**src/rtl/evt_timer_pkg.sv**
```systemverilog
package evt_timer_pkg;
  typedef enum logic [1:0] {
    A_CTL  = 2'd0,
    A_PRD  = 2'd1,
    A_CNT  = 2'd2,
    A_NONE = 2'd3
  } addr_e;

  localparam int B_STAT = 11;
  localparam int B_SRC  = 9;
  localparam int B_MODE = 8;
  localparam int B_RUN  = 7;
  localparam int B_GO   = 6;
  localparam int B_WID  = 4;

  typedef struct packed {
    logic src_int;
    logic clk_mode;
    logic run;
    logic wide;
  } ctl_t;

  typedef enum logic {ST_IDLE = 1'b0, ST_ACTIVE = 1'b1} st_e;
endpackage

```
**src/rtl/tmr_edge_sync.sv**
```systemverilog
module tmr_edge_sync #(
  parameter int SYNC = 2
) (
  input  logic clk,
  input  logic rst_n,
  input  logic async_in,
  output logic rise
);
  localparam int LAST = SYNC;

  logic [LAST:0] sh;

  always_ff @(posedge clk or negedge rst_n) begin
    if (!rst_n) sh <= '0;
    else        sh <= {sh[LAST-1:0], async_in};
  end

  assign rise = sh[LAST-1] & ~sh[LAST];

  a_r6_single_rise: assert property (@(posedge clk) disable iff (!rst_n)
    rise |=> !rise);
endmodule

```
**src/rtl/tmr_ctl_regs.sv**
```systemverilog
module tmr_ctl_regs
  import evt_timer_pkg::*;
#(
  parameter int W = 32
) (
  input  logic         clk,
  input  logic         rst_n,
  input  logic         wr_en,
  input  logic [1:0]   addr,
  input  logic [W-1:0] wdata,
  output ctl_t         ctl,
  output logic [W-1:0] prd,
  output logic         active,
  output logic         start,
  output logic         cnt_ld
);
  logic ctl_wr;
  st_e  st;

  assign ctl_wr = wr_en && (addr == A_CTL);
  assign start  = ctl_wr && wdata[B_GO] && wdata[B_RUN];
  assign cnt_ld = wr_en && (addr == A_CNT);
  assign active = (st == ST_ACTIVE);

  always_ff @(posedge clk or negedge rst_n) begin
    if (!rst_n) begin
      ctl <= '0;
      prd <= '0;
      st  <= ST_IDLE;
    end else begin
      if (ctl_wr) begin
        ctl.src_int  <= wdata[B_SRC];
        ctl.clk_mode <= wdata[B_MODE];
        ctl.run      <= wdata[B_RUN];
        ctl.wide     <= wdata[B_WID];
      end
      if (wr_en && (addr == A_PRD)) prd <= wdata;
      if (start) st <= ST_ACTIVE;
    end
  end

  a_r3_launch_active: assert property (@(posedge clk) disable iff (!rst_n)
    start |=> active);
endmodule

```
**src/rtl/tmr_core.sv**
```systemverilog
module tmr_core #(
  parameter int W = 32
) (
  input  logic         clk,
  input  logic         rst_n,
  input  logic         cnt_en,
  input  logic         start,
  input  logic         cnt_ld,
  input  logic [W-1:0] ld_val,
  input  logic [W-1:0] prd,
  output logic [W-1:0] cnt,
  output logic         hit,
  output logic         tint
);
  localparam int WX = W + 1;

  logic [WX-1:0] nxt;

  assign nxt = {1'b0, cnt} + WX'(1);
  assign hit = cnt_en && !start && !cnt_ld && (nxt >= {1'b0, prd});

  always_ff @(posedge clk or negedge rst_n) begin
    if (!rst_n) begin
      cnt  <= '0;
      tint <= 1'b0;
    end else begin
      tint <= hit;
      if (start)       cnt <= '0;
      else if (cnt_ld) cnt <= ld_val;
      else if (hit)    cnt <= '0;
      else if (cnt_en) cnt <= nxt[W-1:0];
    end
  end

  a_r7_wrap_zero: assert property (@(posedge clk) disable iff (!rst_n)
    tint |-> (cnt == '0));
endmodule

```
**src/rtl/tmr_out_gen.sv**
```systemverilog
module tmr_out_gen #(
  parameter int PW_SHORT = 1,
  parameter int PW_LONG  = 2
) (
  input  logic clk,
  input  logic rst_n,
  input  logic fire,
  input  logic clk_mode,
  input  logic wide,
  output logic tstat
);
  localparam int PCW = $clog2(PW_LONG + 1);

  logic [PCW-1:0] pc;
  logic           tog;

  always_ff @(posedge clk or negedge rst_n) begin
    if (!rst_n) begin
      pc  <= '0;
      tog <= 1'b0;
    end else begin
      if (fire)            pc <= wide ? PCW'(PW_LONG) : PCW'(PW_SHORT);
      else if (pc != '0)   pc <= pc - PCW'(1);
      if (fire)            tog <= ~tog;
    end
  end

  assign tstat = clk_mode ? tog : (pc != '0);

  a_r10_level_holds: assert property (@(posedge clk) disable iff (!rst_n)
    !$past(fire) |-> (tog == $past(tog)));
  a_r9_pulse_starts: assert property (@(posedge clk) disable iff (!rst_n)
    fire |=> (pc != '0));
endmodule

```
**src/rtl/evt_timer32.sv**
```systemverilog
module evt_timer32
  import evt_timer_pkg::*;
#(
  parameter int W        = 32,
  parameter int SYNC     = 2,
  parameter int PW_SHORT = 1,
  parameter int PW_LONG  = 2
) (
  input  logic         clk,
  input  logic         rst_n,
  input  logic         tick_int,
  input  logic         ext_clk,
  input  logic         reg_wr,
  input  logic [1:0]   reg_addr,
  input  logic [W-1:0] reg_wdata,
  output logic [W-1:0] reg_rdata,
  output logic         tint,
  output logic         tstat
);
  ctl_t         ctl;
  logic [W-1:0] prd;
  logic [W-1:0] cnt;
  logic         active, start, cnt_ld, ext_rise, cnt_en, hit;

  tmr_edge_sync #(.SYNC(SYNC)) u_sync (
    .clk(clk), .rst_n(rst_n), .async_in(ext_clk), .rise(ext_rise)
  );

  tmr_ctl_regs #(.W(W)) u_regs (
    .clk(clk), .rst_n(rst_n), .wr_en(reg_wr), .addr(reg_addr),
    .wdata(reg_wdata), .ctl(ctl), .prd(prd), .active(active),
    .start(start), .cnt_ld(cnt_ld)
  );

  assign cnt_en = active && ctl.run && (ctl.src_int ? tick_int : ext_rise);

  tmr_core #(.W(W)) u_core (
    .clk(clk), .rst_n(rst_n), .cnt_en(cnt_en), .start(start),
    .cnt_ld(cnt_ld), .ld_val(reg_wdata), .prd(prd), .cnt(cnt),
    .hit(hit), .tint(tint)
  );

  tmr_out_gen #(.PW_SHORT(PW_SHORT), .PW_LONG(PW_LONG)) u_out (
    .clk(clk), .rst_n(rst_n), .fire(hit), .clk_mode(ctl.clk_mode),
    .wide(ctl.wide), .tstat(tstat)
  );

  always_comb begin
    reg_rdata = '0;
    case (addr_e'(reg_addr))
      A_CTL: begin
        reg_rdata[B_STAT] = tstat;
        reg_rdata[B_SRC]  = ctl.src_int;
        reg_rdata[B_MODE] = ctl.clk_mode;
        reg_rdata[B_RUN]  = ctl.run;
        reg_rdata[B_WID]  = ctl.wide;
      end
      A_PRD:   reg_rdata = prd;
      A_CNT:   reg_rdata = cnt;
      default: reg_rdata = '0;
    endcase
  end

  a_r4_idle_frozen: assert property (@(posedge clk) disable iff (!rst_n)
    $past(!active && !reg_wr) |-> $stable(cnt));
  a_r5_hold_frozen: assert property (@(posedge clk) disable iff (!rst_n)
    $past(!ctl.run && !reg_wr) |-> $stable(cnt));
endmodule

```
**config.mk**
```make
export PLATFORM = sky130hd
export DESIGN_NAME = evt_timer32
export DESIGN_NICKNAME = d
export VERILOG_FILES = /design/src/rtl/evt_timer_pkg.sv /design/src/rtl/tmr_edge_sync.sv /design/src/rtl/tmr_ctl_regs.sv /design/src/rtl/tmr_core.sv /design/src/rtl/tmr_out_gen.sv /design/src/rtl/evt_timer32.sv
export SDC_FILE = /design/constraint.sdc
export NUM_CORES = 1
export LEC_CHECK = 0
export ABC_AREA = 1
export CORE_AREA = 5 5 126 128
export DETAILED_ROUTE_END_ITERATION = 10
export DIE_AREA = 0 0 131 133
export PLACE_DENSITY = 0.75
export SLEW_MARGIN = 20
export SYNTH_ARGS = -nofsm -noshare
export SYNTH_HDL_FRONTEND = slang
export SYNTH_HIERARCHICAL = 1
export SYNTH_SLANG_ARGS = --single-unit
```
**constraint.sdc**
```tcl
create_clock -name clk -period 2.9 [get_ports clk]
set_clock_uncertainty 0.05 [all_clocks]
set_input_delay 0.87 -clock clk [delete_from_list [all_inputs] [get_ports clk]]
set_output_delay 0.87 -clock clk [all_outputs]
set_load 0.01 [all_outputs]
```
Word-level counts from Yosys, hierarchy flattened
Cells that the tools add are included.
- register bits: 76
- input port bits: 39
- output and inout port bits: 34
- word-level logic and storage cells: 51
- add/sub/neg operators: 2
- magnitude comparators: 1
- equal/unequal tests: 2
- multiplexer cells: 16
- bitwise logic cells: 3
- reductions and logical operators: 16
- operator list (kind ; number):
    $mux W32 ; 4
    $pmux W20 S2 ; 1
    $add A32 B1 Y33 const B ; 1
    $ge A33 B32 Y1 ; 1
    $logic_and A1 B1 Y1 ; 10
    $pmux W3 S3 ; 1
    $pmux W4 S2 ; 1
    $mux W2 ; 3
    $pmux W1 S3 ; 2
    $pmux W2 S2 ; 1
    $reduce_bool A2 Y1 ; 2
    $reduce_bool A4 Y1 ; 1
    $eq A2 B1 Y1 const B ; 1
    $eq A2 B2 Y1 const B ; 1
    $logic_not A1 Y1 ; 2
    $logic_not A2 Y1 ; 1
    $mux W1 ; 2
    $not A1 Y1 ; 2
    $pmux W1 S2 ; 1
    $sub A2 B1 Y2 const B ; 1
    $and A1 B1 Y1 ; 1

Depth between registers and ports, before layout
- depth after elaboration: 11
- depth in mapped cells: 28

Cells and area by module
The synthesis kept the hierarchy.
- by module, submodules not included (module ; instances ; cells each ; area an instance (µm²)):
    tmr_core ; 1 ; 636 ; 3802.4
    tmr_ctl_regs ; 1 ; 162 ; 1587.8
    evt_timer32 ; 1 ; 132 ; 604.3
    tmr_out_gen ; 1 ; 23 ; 168.9
    tmr_edge_sync ; 1 ; 5 ; 85.1

Least setup slack after synthesis
No wires, ideal clock.
- kind: register -> register
- start point: register u_core.cnt[0]
- end point: register u_out.pc[0]
- data arrival time: 3.027 ns
- required time: 2.734 ns
- slack: -0.294 ns
- cell stages (with the launch flop): 26
- cells stage by stage: dfrtp_1 -> ha_1 -> inv_1 -> nor2_4 -> nand2_2 -> nor2_4 -> nand2_1 -> nor2_1 -> xor2_1 -> inv_1 -> ha_1 -> nand2_1 -> nor2_1 -> nand2_1 -> nor2_1 -> a21boi_1 -> nand2_1 -> nand2_2 -> nand2_4 -> buf_8 -> inv_1 -> inv_2 -> nand2_1 -> nand2_1 -> nand2_1 -> nand2_1
- cells in the longest elaborated chain, start to end: 4
- elaborated cells between the ends (all ways): 5
- ends and longest elaborated chain (what ; RTL line ; RTL):
    from (decl) ; tmr_core.sv:11 ; output logic [W-1:0] cnt,
    from (signal assigned) ; tmr_core.sv:29 ; else if (cnt_ld) cnt <= ld_val;
    from (signal assigned) ; tmr_core.sv:31 ; else if (cnt_en) cnt <= nxt[W-1:0];
    $add A32 B1 Y33 * ; tmr_core.sv:19 ; assign nxt = {1'b0, cnt} + WX'(1);
    $ge A33 B32 Y1 * ; tmr_core.sv:20 ; assign hit = cnt_en && !start && !cnt_ld && (nxt >= {1'b0, prd});
    $logic_and A1 B1 Y1 * ; tmr_core.sv:20 ;
    net hit ; evt_timer32.sv:23 ; logic active, start, cnt_ld, ext_rise, cnt_en, hit;
    $mux W2 / $reduce_bool A2 Y1 (equally long branches) ; - ;
    to (signal assigned) ; tmr_out_gen.sv:22 ; if (fire) pc <= wide ? PCW'(PW_LONG) : PCW'(PW_SHORT);
    to (signal assigned) ; tmr_out_gen.sv:23 ; else if (pc != '0) pc <= pc - PCW'(1);
    to (decl) ; tmr_out_gen.sv:14 ; logic [PCW-1:0] pc;
The timed path passes the listed nets; every way through them passes the cells marked *.
A chain may end at the register's enable or synchronous reset.

Worst setup path in the final report
- start point: register u_core.cnt[2]
- end point: register u_out.pc[1]
The elaborated chain is that of the path after synthesis.

==> results by group <==
Outcome
  – Outcome: complete, but fails checks
  – Failing checks: negative setup slack

Logic synthesis
  – Post-synthesis mux area share: 0
  – Xor/xnor share of the synthesized area: 0.03364
  – Post-synthesis simple-gate area fraction: 0.3710
  – Cells after Synth: 958
  – Synth Area in Adders: 0.07609
  – Largest family of logic cells by synthesized area: simple AND/OR/NAND/NOR gates
  – Top cells by area, synth: dfrtp_1, nand2_1, inv_1, ha_1, nor2_1
  – Sequential-to-total area share from yosys stat: 0.3044
  – Largest area contributor in the netlist: dfrtp_1
  – Syn. warnings: 6
  – Syn Area/Cell: 6.522 um2
  – Post-synth cell types: 38
  – FF+latch count, synth: 76
  – Synthesized area: 6248 um2
  – Post-synthesis compound-gate area fraction: 0.07889
  – Top-area cell type share of the netlist area: 0.3044
  – Synthesized net count: 1035

Hold path
  – Hold Path Stages: 0
  – Worst hold start: u_sync/sh[0]
  – Hold Path Class: reg2reg
  – Hold EP: u_sync/sh[1]

Layout
  – Most common cell after layout, fill and taps aside: nand2_1
  – Layout Area Growth over Synthesis: 39.55%
  – ANT cells: 0
  – NumNets Final: 1225
  – Share of cells above drive strength 1: 0.2897
  – Post-route cell area: slightly below 9000 um2
  – Commonest non-fill, non-tap cells in the layout: nand2_1, inv_1, buf_4, dfrtp_1, nor2_1

Floorplanning
  – # rows: 45
  – Die width: about 130 um
  – Starting Density: 0.4236
  – Top Ports: 73
  – Die Area: 17420 um2
  – Die height: 133 um
  – Core Region: 14750 um2

Critical path
  – Register-to-register setup slack: -360 ps
  – Critical Path Source Type: flip-flop
  – FF-to-FF End: u_out/pc[1]
  – Crit path arrival time: 3440 ps
  – Crit Path Category: reg2reg
  – CP Max Fanout: 5
  – Req. time, crit path: between 3000 and 4000 ps
  – Critical R2R Launch: u_core/cnt[2]
  – Crit. End Element: flip-flop
  – Worst setup startpoint: u_core/cnt[2]
  – Cell count of the worst reg-to-reg path: 26

Detailed routing
  – Routed WL per cell: 14.66 um
  – DRC viols: 0
  – Drt first pass iters: 5
  – Final antenna-violating net count: 0
  – WL final: 19.66 mm
  – Initial drt markers: roughly 490
  – DR vias: 6643
  – Vias per cell: approximately 5.0

Clocking
  – CTS tree: yes
  – # H-tree levels: 3
  – Clock Tree Buf Depth: 2
  – Clock Sinks: 76
  – Later-pin clock latency in the skew report: around 360 ps
  – Root buffer cell: clkbuf_16
  – Clock-pin slew on the worst setup and hold paths: approximately 60 ps
  – TritonCTS buffer count: 9
  – Cts hold-fix bufs: 0

Run
  – Max cap viols: 0

Placed design
  – DP Area: between 7000 and 8000 um2
  – GP Congestion: 0.9281
  – IO Port Bufs: 72
  – DP Wirelength: roughly 13 mm

STA
  – Setup Viol. Count Final: 36
  – Final slew viol count: 0
  – Hold WS: 299.9 ps
  – Worst setup margin: -362.3 ps
  – Fmax achieved: about 310 MHz
  – Max-slew headroom: 0.6529
  – Worst slew pin tran: between 500 and 600 ps
  – Unrepaired setup endpoints after global routing: true
  – Final Critical Period: between 3000 and 4000 ps
  – Final hold violations: 0
  – Fin crit share: 1.125

Global route
  – Remaining Overflow, GRT: 0
  – First-pass GRT wire length: about 31 mm
  – Largest net degree at the start of global routing: 65
  – Number of global-route vias before repair: 6494
  – Initial antenna violation count: 0
  – Gr usage total: 0.2255

Power and ir drop
  – Worst VDD drop: 0.3152 mV
  – Pleak: 4.710 nW
  – Power per cell area: 722.5 nW/um2
cell usage after synthesis (all sizes together):
cell and n:
o21a 1, ha 38, dlygate4sd1 1, inv 153, nor2 83, nor4 1, nand2 422, nor3 9
nand3 29, a21oi 41, a21boi 1, buf 22, clkbuf 7, o21ai 35, xor2 21, dlygate4sd3 1
and3 3, or2 2, nand4 7, a21o 1, xnor2 3, nor3b 1, dfrtp 76
registers in the layout (all words and copies together) (netlist names):
register / count
u_regs/prd: 32
u_regs/active: 1
u_regs/ctl: 4
u_core/cnt: 32
u_out/tog: 1
u_core/tint: 1
u_out/pc: 2
u_sync/sh: 3
area by class of cell:
type	count	area (um2)
clock buffers	11	242.7
clock inverters	5	27.53
fillers	1303	6032
inverters	153	589.3
multi-input cells	698	3875
flip-flops and latches	76	1903
well taps	188	235.2
repair buffers	210	1847
timing repair:
| item | in CTS | in global routing |
|---|---|---|
| pin swaps | 20 | 25 |
| endpoints found under the setup margin | 68 | 62 |
| buffers inserted | 14 | 7 |
| gates resized for setup | 147 | 66 |
| gates cloned | 4 | 0 |
metrics by stage:
step	TNS [ps]	util	power, mW	std cells	worst slack [ps]
finish	-10080	0.5911	6.300	1341	-362.3
global route	-17230	0.5911	6.789	1341	-542.9
CTS	-10830	0.5766	6.031	1334	-367.4
detailed placement	-33680	0.5379	4.764	1300	-704.3
global placement	-30960	0.5379	4.652	1300	-674.7
floorplan	-1215	-	3.444	958	-130.6
where the power goes:
group	internal [mW]	switching (mW)	leakage, nW
combinational	1.66	1.91	3.62
clock	0.596	0.465	0.135
sequential	1.37	0.302	0.956
critical path: stages, from the launching register on:
cell and delay [ps]:
dfrtp_1 460, nand2_2 120, nor2_4 150, nand2_2 90, nor2_4 170, nand2_2 100
nor2_4 190, nand2_1 80, nand2_1 80, nand2_2 70, inv_2 70, ha_4 200
nand2_2 60, nand2_1 50, nand2_1 80, nand2_2 80, a21oi_4 140, nand3_2 90
nor2_2 140, nand2_2 100, nand2_8 130, buf_6 140, inv_8 40, inv_6 50
nand2_2 50, nand2_1 60, nand3_1 80
per-layer routing:
layer  part of all wire  up-vias  track usage
li1                   -     3274            -
met1               0.42     3102       0.2911
met2               0.49      221       0.3739
met3              0.055       46      0.03189
met4              0.035        0      0.09371
met5                  0        -            0
worst max-delay path by stage:
stage / depth (start not counted) / slack (ps) / end
after detailed placement: 7 / -700 / reg_rdata[28]
after floorplan: 25 / -130 / u_out/pc[0]
after global routing: 25 / -540 / u_out/pc[0]
final: 26 / -360 / u_out/pc[1]
after global placement: 7 / -670 / reg_rdata[10]
after CTS: 25 / -370 / u_out/pc[0]
logic make-up after synthesis:
group	after synthesis
simple gates	557
buf+inv	184
compound gates	79
xor+xnor	24
fa+ha+maj	38
flops	76
Note: power is estimated with default switching activity, not from simulation.
